===== config.mk =====
export PLATFORM = sky130hd
export DESIGN_NAME = flash_crc_engine
export DESIGN_NICKNAME = d
export VERILOG_FILES = /design/src/rtl/flash_crc_pkg.sv /design/src/rtl/crc32_fold.sv /design/src/rtl/crc_accum.sv /design/src/rtl/flash_walker.sv /design/src/rtl/flash_crc_engine.sv
export SDC_FILE = /design/constraint.sdc
export NUM_CORES = 1
export LEC_CHECK = 0
export CORE_ASPECT_RATIO = 1.2
export CORE_MARGIN = 10
export CORE_UTILIZATION = 40
export DETAILED_ROUTE_END_ITERATION = 7
export DONT_BUFFER_PORTS = 1
export PLACE_DENSITY_LB_ADDON = 0.3
export SLEW_MARGIN = 40
export SYNTH_ARGS = -nofsm -noshare
export SYNTH_HDL_FRONTEND = slang
export SYNTH_SLANG_ARGS = --single-unit

===== constraint.sdc =====
create_clock -name clk -period 2.3 [get_ports clk]
set_input_delay 0.345 -clock clk [delete_from_list [all_inputs] [get_ports clk]]
set_output_delay 0.345 -clock clk [all_outputs]
set_load 0.01 [all_outputs]

===== src/rtl/flash_crc_pkg.sv =====
package flash_crc_pkg;
  localparam int unsigned CRC_W      = 32;
  localparam int unsigned BYTE_W     = 8;
  localparam logic [31:0] CRC_POLY_R = 32'hEDB88320;

  typedef enum logic [1:0] {
    WK_IDLE    = 2'd0,
    WK_PRESENT = 2'd1,
    WK_HOLD    = 2'd2,
    WK_CAPTURE = 2'd3
  } walk_state_t;
endpackage


===== src/rtl/crc32_fold.sv =====
module crc32_fold
  import flash_crc_pkg::*;
#(
  parameter logic [CRC_W-1:0] POLY = CRC_POLY_R
) (
  input  logic [CRC_W-1:0]  crc_in,
  input  logic [BYTE_W-1:0] data_in,
  output logic [CRC_W-1:0]  crc_out
);
  // Stored value is the complemented CRC; invert in, fold LSB first, invert out.
  logic [CRC_W-1:0] stage [0:BYTE_W];

  assign stage[0] = ~crc_in;

  for (genvar b = 0; b < BYTE_W; b++) begin : g_bit
    assign stage[b+1] = (stage[b] >> 1) ^
                        ((stage[b][0] ^ data_in[b]) ? POLY : '0);
  end

  assign crc_out = ~stage[BYTE_W];
endmodule


===== src/rtl/crc_accum.sv =====
module crc_accum
  import flash_crc_pkg::*;
(
  input  logic              clk,
  input  logic              rst_n,
  input  logic              clr,
  input  logic              fold_en,
  input  logic [BYTE_W-1:0] byte_in,
  output logic [CRC_W-1:0]  crc_q
);
  logic [CRC_W-1:0] crc_next;

  crc32_fold #(.POLY(CRC_POLY_R)) u_fold (
    .crc_in  (crc_q),
    .data_in (byte_in),
    .crc_out (crc_next)
  );

  always_ff @(posedge clk or negedge rst_n) begin
    if (!rst_n)       crc_q <= '0;
    else if (clr)     crc_q <= '0;
    else if (fold_en) crc_q <= crc_next;
  end
endmodule


===== src/rtl/flash_walker.sv =====
module flash_walker
  import flash_crc_pkg::*;
#(
  parameter int unsigned ADDR_W = 32,
  parameter int unsigned CNT_W  = 32
) (
  input  logic              clk,
  input  logic              rst_n,
  input  logic              cmd_valid,
  output logic              cmd_ready,
  input  logic [ADDR_W-1:0] cmd_addr,
  input  logic [CNT_W-1:0]  cmd_count,
  output logic [ADDR_W-1:0] flash_addr,
  output logic              flash_ce,
  output logic              flash_oe,
  input  logic [BYTE_W-1:0] flash_data,
  output logic [BYTE_W-1:0] byte_q,
  output logic              fold_en,
  output logic              crc_clr,
  output logic              rsp_valid,
  input  logic              rsp_ready
);
  walk_state_t      state_q;
  logic [ADDR_W-1:0] addr_q;
  logic [CNT_W-1:0]  left_q;
  logic              pend_q;
  logic              accept;
  logic              rsp_fire;

  assign cmd_ready  = (state_q == WK_IDLE);
  assign accept     = cmd_valid && cmd_ready;
  assign crc_clr    = accept;
  assign fold_en    = (state_q == WK_PRESENT) && pend_q;
  assign rsp_valid  = (state_q == WK_PRESENT) && !pend_q && (left_q == '0);
  assign rsp_fire   = rsp_valid && rsp_ready;
  assign flash_addr = addr_q;
  assign flash_ce   = (state_q == WK_HOLD) || (state_q == WK_CAPTURE);
  assign flash_oe   = flash_ce;

  always_ff @(posedge clk or negedge rst_n) begin
    if (!rst_n) begin
      state_q <= WK_IDLE;
      addr_q  <= '0;
      left_q  <= '0;
      pend_q  <= 1'b0;
      byte_q  <= '0;
    end else begin
      unique case (state_q)
        WK_IDLE: begin
          if (accept) begin
            addr_q  <= cmd_addr;
            left_q  <= cmd_count;
            pend_q  <= 1'b0;
            state_q <= WK_PRESENT;
          end
        end
        WK_PRESENT: begin
          if (pend_q) pend_q <= 1'b0;
          if (left_q != '0)  state_q <= WK_HOLD;
          else if (rsp_fire) state_q <= WK_IDLE;
        end
        WK_HOLD: state_q <= WK_CAPTURE;
        WK_CAPTURE: begin
          byte_q  <= flash_data;
          left_q  <= left_q - CNT_W'(1);
          addr_q  <= addr_q + ADDR_W'(1);
          pend_q  <= 1'b1;
          state_q <= WK_PRESENT;
        end
        default: state_q <= WK_IDLE;
      endcase
    end
  end
endmodule


===== src/rtl/flash_crc_engine.sv =====
module flash_crc_engine
  import flash_crc_pkg::*;
#(
  parameter int unsigned ADDR_W = 32,
  parameter int unsigned CNT_W  = 32,
  localparam int unsigned RSP_W = ADDR_W + CRC_W
) (
  input  logic              clk,
  input  logic              rst_n,
  input  logic              cmd_valid,
  output logic              cmd_ready,
  input  logic [ADDR_W-1:0] cmd_addr,
  input  logic [CNT_W-1:0]  cmd_count,
  output logic [ADDR_W-1:0] flash_addr,
  output logic              flash_ce,
  output logic              flash_oe,
  input  logic [7:0]        flash_data,
  output logic              rsp_valid,
  input  logic              rsp_ready,
  output logic [RSP_W-1:0]  rsp_data
);
  logic [BYTE_W-1:0] byte_q;
  logic              fold_en;
  logic              crc_clr;
  logic [CRC_W-1:0]  crc_q;

  flash_walker #(.ADDR_W(ADDR_W), .CNT_W(CNT_W)) u_walk (
    .clk        (clk),
    .rst_n      (rst_n),
    .cmd_valid  (cmd_valid),
    .cmd_ready  (cmd_ready),
    .cmd_addr   (cmd_addr),
    .cmd_count  (cmd_count),
    .flash_addr (flash_addr),
    .flash_ce   (flash_ce),
    .flash_oe   (flash_oe),
    .flash_data (flash_data),
    .byte_q     (byte_q),
    .fold_en    (fold_en),
    .crc_clr    (crc_clr),
    .rsp_valid  (rsp_valid),
    .rsp_ready  (rsp_ready)
  );

  crc_accum u_crc (
    .clk     (clk),
    .rst_n   (rst_n),
    .clr     (crc_clr),
    .fold_en (fold_en),
    .byte_in (byte_q),
    .crc_q   (crc_q)
  );

  assign rsp_data = {flash_addr, crc_q};
endmodule


# ---- Yosys cells after proc, flatten, opt, wreduce, memory -nomap -nowiden
# Cells that the tools add are included.
dict set report totals {
  regBits 107
  input_bits 76
  output_inout_bits 100
  wordCells 67
}
dict set report classes {
  add_sub_neg 2
  eq_ne 5
  muxes 20
  bitwise_logic 18
  n_reduce_logical 16
}
# op n
set op_table {}
lappend op_table {{$mux W32} 12}
lappend op_table {{$xor A31 B32 Y32} 8}
lappend op_table {{$pmux W32 S2} 2}
lappend op_table {{$not A32 Y32} 2}
lappend op_table {{$add A32 B1 Y32 const B} 1}
lappend op_table {{$logic_not A32 Y1} 1}
lappend op_table {{$reduce_bool A32 Y1} 1}
lappend op_table {{$sub A32 B1 Y32 const B} 1}
lappend op_table {{$pmux W2 S4} 1}
lappend op_table {{$xor A1 B1 Y1} 8}
lappend op_table {{$mux W2} 3}
lappend op_table {{$reduce_and A2 Y1} 3}
lappend op_table {{$logic_and A1 B1 Y1} 5}
lappend op_table {{$eq A2 B2 Y1 const B} 2}
lappend op_table {{$reduce_bool A2 Y1} 2}
lappend op_table {{$ne A3 B2 Y1 const B} 1}
lappend op_table {{$pmux W1 S3} 1}
lappend op_table {{$reduce_bool A3 Y1} 1}
lappend op_table {{$eq A2 B1 Y1 const B} 1}
lappend op_table {{$logic_not A2 Y1} 1}
lappend op_table {{$ne A2 B2 Y1 const B} 1}
lappend op_table {{$logic_not A1 Y1} 1}
lappend op_table {{$logic_or A1 B1 Y1} 1}
lappend op_table {{$mux W1} 1}

# ---- Logic depth before layout (Yosys ltp)
dict set report logic_depth {
  word_depth 28
  ltp_mapped 8
  depth_no_buf 7
}

# ---- Hierarchy
# Synthesis repeated with hierarchy kept, for this count alone.
dict set report unflattened {
  cells_unflattened 739
  hier_area_um2 7184.4
}
# mod instances cells_per_inst area_per_inst_um2 seq_area_each_um2
set by_module_without_submodules {}
lappend by_module_without_submodules {flash_walker 1 538 4670.7 1876.8}
lappend by_module_without_submodules {crc_accum 1 103 1323.8 800.8}
lappend by_module_without_submodules {crc32_fold 1 66 949.7 0.0}
lappend by_module_without_submodules {flash_crc_engine 1 32 240.2 0.0}

# ---- Worst setup path after synthesis
# OpenSTA, ideal clock, no wires.
dict set report synth_timing {
  path_kind {flip-flop to output port}
  from {reg u_walk.state_q[0]}
  to {out flash_oe}
  arrival_ns 1.881
  t_required_ns 1.955
  setup_slack_ns 0.074
  stages_incl_launch_ff 8
  path_buffers 5
  path_cell_list {dfrtp_1 -> ha_1 -> clkbuf_1 -> clkbuf_1 -> buf_1 -> buf_1 -> or2_2 -> buf_4}
}
dict set report synth_via {
  elab_chain_len 2
  word_cells_on_any_way 3
  classes_between {2 x eq/ne; 1 x reduce/logical}
}
# element line_no
set synth_lines {}
lappend synth_lines {{start: declaration} flash_walker.sv:23} ;# walk_state_t state_q;
lappend synth_lines {{start signal: assignment} flash_walker.sv:42} ;# state_q <= WK_IDLE;
lappend synth_lines {{start signal: assignment} flash_walker.sv:54} ;# state_q <= WK_PRESENT;
lappend synth_lines {{start signal: assignment} flash_walker.sv:59} ;# if (left_q != '0) state_q <= WK_HOLD;
lappend synth_lines {{$eq A2 B2 Y1} flash_walker.sv:37} ;# assign flash_ce = (state_q == WK_HOLD) || (state_q == WK_CAPTURE);
lappend synth_lines {{$logic_or A1 B1 Y1 *} flash_walker.sv:37}
lappend synth_lines {{end: declaration} flash_crc_engine.sv:16} ;# output logic flash_oe,
# Mark *: on every way between the ends. The rest lies on a longest branch, timed or not.

# ---- Worst setup path in the final report
dict set report layout_timing {
  from {reg u_walk.left_q[25]}
  to {out rsp_valid}
}
dict set report layout_via {
  elab_chain_len 2
}
# element line_no
set layout_lines {}
lappend layout_lines {{start: declaration} flash_walker.sv:25} ;# logic [CNT_W-1:0] left_q;
lappend layout_lines {{start signal: assignment} flash_walker.sv:52} ;# left_q <= cmd_count;
lappend layout_lines {{start signal: assignment} flash_walker.sv:65} ;# left_q <= left_q - CNT_W'(1);
lappend layout_lines {{$logic_not A32 Y1} flash_walker.sv:34} ;# assign rsp_valid = (state_q == WK_PRESENT) && !pend_q && (left_q == '0);
lappend layout_lines {{$logic_and A1 B1 Y1} flash_walker.sv:34}
lappend layout_lines {{end: declaration} flash_crc_engine.sv:18} ;# output logic rsp_valid,
# No other way between the ends.

==> tab_implementation.tex <==
\begin{tabular}{lr}
\hline
Metric & Value \\
\hline
\multicolumn{2}{l}{\textbf{Synthesis}} \\
Count of synthesis-stage warnings from yosys & 0 \\
Syn Inst Count & around 750 \\
Number of synthesized register bits & $\sim$110 \\
Number of synthesized flops with an enable pin & 0 \\
Synthesized netlist net count & 830 \\
Unique masters post-synth & between 70 and 80 \\
Cell Area, Synth & 6825 um\^{}2 \\
Main flop type after synthesis & sky130\_fd\_sc\_hd\_\_dfrtp\_1 \\
Synthesized area per cell & 9.149 um\^{}2 \\
Post-synthesis async set-or-reset flop share & 1.000 \\
Fraction of the yosys area taken by sequential cells & 0.3923 \\
\multicolumn{2}{l}{\textbf{Final layout}} \\
Most common cell after layout, fill and taps aside & sky130\_fd\_sc\_hd\_\_dfrtp\_1 \\
Most frequent cells in the layout & sky130\_fd\_sc\_hd\_\_dfrtp\_1, sky130\_fd\_sc\_hd\_\_nand2\_1, sky130\_fd\_sc\_hd\_\_buf\_4 \\
Nets & 834 \\
Core Util, Final & 0.4513 \\
Layout Cells excl Fill & 973 \\
Synthesis-to-layout area growth & 10.98\% \\
Ratio of cells with drive above 1 in the final layout & 0.1669 \\
Area of all placed cells without fillers & 7575 um\^{}2 \\
\multicolumn{2}{l}{\textbf{Placed design}} \\
Post-detailed-placement half-perimeter wirelength & 14350 um \\
Weighted congestion at the end of routability-driven global placement & 0.8388 \\
DP Area & 7188 um\^{}2 \\
Dpl cells & 950 \\
Port buffer count & 0 \\
\multicolumn{2}{l}{\textbf{Critical path}} \\
WP data arrival & between 2000 and 2500 ps \\
Number of cells traversed by the worst register-to-register path & 7 \\
Launch instance of the worst register-to-register path & u\_walk.left\_q[0] \\
Worst R2R Setup Slack & 50 ps \\
Cell at the slowest stage of the critical path & sky130\_fd\_sc\_hd\_\_or4\_4 \\
Kind of end point of the critical path & primary output \\
Critical path peak fanout & 2 \\
Setup crit start kind & register \\
Crit path largest cell delay & 570 ps \\
Series of cell instances along the critical path & or4\_4 > nor4\_4 > nand4bb\_4 > nor3b\_2 > buf\_4 \\
RR Endpoint & u\_walk.left\_q[10] \\
Type of the worst setup path & register to primary output \\
Worst endpoint required time & between 1500 and 2000 ps \\
\multicolumn{2}{l}{\textbf{Global routing}} \\
Vias in the first global route & slightly below 6k \\
Total GRT Usage & 0.1701 \\
Maximum number of pins on one net before global-route repair & 108 \\
Antenna violations before repair & 2 \\
Global-route wire length before repair & 32000 um \\
Grt ovf & 0 \\
\multicolumn{2}{l}{\textbf{Timing}} \\
Fmax & 418.4 MHz \\
Setup ws final & -89.82 ps \\
Share of the cycle needed by the critical path after routing & 1.039 \\
Worst Max-Slew Pin Slew & 724.4 ps \\
Final count of pins violating max slew & 0 \\
Total count of hold-check failures in the final report & 107 \\
Min Tclk post-route & 2390 ps \\
Worst hold slack after final layout & -316.3 ps \\
Worst Clk Skew & 15.32 ps \\
Setup repair after global routing missed its margin & true \\
Worst relative slew slack & 0.5136 \\
Final count of negative-setup-slack endpoints & 1 \\
\multicolumn{2}{l}{\textbf{Floorplan}} \\
Starting utilization of the core area & 0.4066 \\
Total die area & 22710 um\^{}2 \\
Top-level port count & 176 \\
Horizontal die dimension & 139.2 um \\
Placement Rows & between 50 and 60 \\
Core box area & between 15000 and 20000 um\^{}2 \\
Die height & 163.1 um \\
\multicolumn{2}{l}{\textbf{Hold path}} \\
Tightest Hold Check Type & primary input to asynchronous set/reset pin \\
\multicolumn{2}{l}{\textbf{CTS}} \\
TritonCTS clock tree & done \\
Deepest level of the CTS H-tree & 3 \\
Worst-Skew Late Latency & 350 ps \\
Clock transition time at the flip-flop clock pins of the worst setup and hold paths & 80 ps \\
Clk buf depth & 2 \\
Sink Count & 107 \\
Buffer cell driving the clock tree root & sky130\_fd\_sc\_hd\_\_clkbuf\_16 \\
Total CTS buffers & 9 \\
\multicolumn{2}{l}{\textbf{Power and ir drop}} \\
Power density over the cells & 959.9 nW/um\^{}2 \\
Net switching power & between 2 and 3 mW \\
VDD IR max & $\sim$0.56 mV \\
Proportion of power drawn by combinational gates & 0.422 \\
Switching share of total power & 0.3856 \\
Relative contribution of sequential cells to total power & 0.374 \\
Leakage component of the power & between 3 and 4 nW \\
Internal power consumption & roughly 4.5 mW \\
Share of total power in the clock network & 0.204 \\
\multicolumn{2}{l}{\textbf{Detailed routing}} \\
DRC & 0 \\
Routed via count & 5754 \\
Routed WL & 19760 um \\
Average wire length per cell after detail routing & 20.31 um \\
Vias per inst & approximately 5.9 \\
Post-route antenna net violation count & 0 \\
Detailed router's first-iteration violation count & roughly 310 \\
Pre-antenna DRT Iters & 5 \\
\multicolumn{2}{l}{\textbf{Run status}} \\
Failing checks & negative hold slack, negative setup slack \\
Run status & finished with violations \\
\multicolumn{2}{l}{\textbf{Run}} \\
Max-Cap Viols & 0 \\
\hline
\end{tabular}
==> synthesized netlist by cell type, types with 9 or more instances <==
cell	instances	area [um^2]
sky130_fd_sc_hd__o21ai_0	44	220.2
sky130_fd_sc_hd__buf_4	33	247.7
sky130_fd_sc_hd__dfrtp_1	107	2678
sky130_fd_sc_hd__and3_1	11	68.82
sky130_fd_sc_hd__nand2_1	72	270.3
sky130_fd_sc_hd__mux2_2	9	101.4
sky130_fd_sc_hd__a21oi_1	52	260.3
sky130_fd_sc_hd__o21ai_1	14	70.07
sky130_fd_sc_hd__nor2_1	41	153.9
sky130_fd_sc_hd__a31oi_1	9	56.30
sky130_fd_sc_hd__nand3_1	32	160.2
sky130_fd_sc_hd__buf_1	12	45.04
sky130_fd_sc_hd__nor3_1	18	90.09
sky130_fd_sc_hd__nand2b_1	9	56.30
sky130_fd_sc_hd__xor2_1	18	157.7
sky130_fd_sc_hd__clkbuf_1	27	101.4
sky130_fd_sc_hd__mux2i_1	15	150.1
sky130_fd_sc_hd__xnor2_1	42	367.9
sky130_fd_sc_hd__o22ai_1	30	187.7
==> cell families (layout without fill, tap and decap cells) <==
| logic type | after synthesis | in the layout | share of synthesized area |
|---|---|---|---|
| and+or+nand+nor | 243 | 243 | 0.1927 |
| AOI/OAI and AO/OA | 212 | 212 | 0.1958 |
| DFF | 107 | 107 | 0.3923 |
| buffers and inverters | 83 | 92 | 0.06508 |
| xor gates and xnor gates | 69 | 69 | 0.1027 |
| muxes | 24 | 24 | 0.03685 |
| adders and majority gates | 8 | 8 | 0.01467 |
| other | 0 | 2 | 0 |
==> cell type report <==
type	count	area, um^2
inverters	9	33.78
multi-input cells	556	3804
fillers	1650	9211
repair buffers	67	515.5
clock buffers	11	232.7
flip-flops and latches	107	2678
well taps	216	270.3
clock inverters	5	36.28
diodes	2	5.005
==> metal layers <==
metal	vias to the layer above	GRT usage	routed length, um
li1	2722	-	-
met1	2826	0.1969	7878
met2	191	0.2904	9860
met3	15	0.06680	1814
met4	0	0.03799	210
met5	-	0	0
==> power by group through the flow <==
stage | Combinational (mW) | Clock [mW] | Sequential [mW]
after floorplan | 2.51 | 0 | 2.63
after global placement | 3.02 | 0 | 2.76
after detailed placement | 3.04 | 0 | 2.78
after CTS | 3.08 | 1.53 | 2.74
after global routing | 3.37 | 1.60 | 2.78
final | 3.07 | 1.49 | 2.72
==> critical path, delay by kind of cell (launching register included) <==
| kind | cells | cell delay (ps) |
|---|---|---|
| buffers and inverters | 1 | 150 |
| DFF | 1 | 400 |
| and+or+nand+nor | 4 | 1160 |
==> through the flow <==
stage / power (mW) / hold WS [ps] / TNS, ps / setup slack (ps)
floorplan: 5.140 / 49.41 / 0 / 73.87
detailed placement: 5.812 / 58.94 / 0 / 59.37
finish: 7.271 / -316.3 / -89.82 / -89.82
global placement: 5.775 / 58.93 / 0 / 147.3
CTS: 7.349 / -323.3 / -88.55 / -88.55
global route: 7.749 / -336.1 / -308.2 / -172.4
==> flip-flops by register name, summed over array words and instances, names as in the netlist <==
signal,flops
u_walk.byte_q,8
u_walk.state_q,2
u_walk.left_q,32
u_walk.flash_addr,32
u_walk.pend_q,1
u_crc.crc_q,32
==> repair_timing <==
item | in CTS | in global routing
setup buffers | 3 | 2
cloned | 0 | 0
gates resized for setup | 6 | 7
setup endpoints to repair | 1 | 11
pin swaps | 3 | 2
endpoints found under the hold margin | 107 | 107
==> worst max path at each step <==
stage                                  from           endpoint  slack [ps]
after detailed placement   u_walk.left_q[0]  u_walk.left_q[22]          60
after global placement    u_walk.left_q[25]          rsp_valid         150
final                     u_walk.left_q[25]          rsp_valid         -90
after global routing      u_walk.left_q[21]          rsp_valid        -170
after floorplan           u_walk.state_q[0]           flash_oe          70
after CTS                 u_walk.left_q[25]          rsp_valid         -90
(Power assumes the default switching activity.)
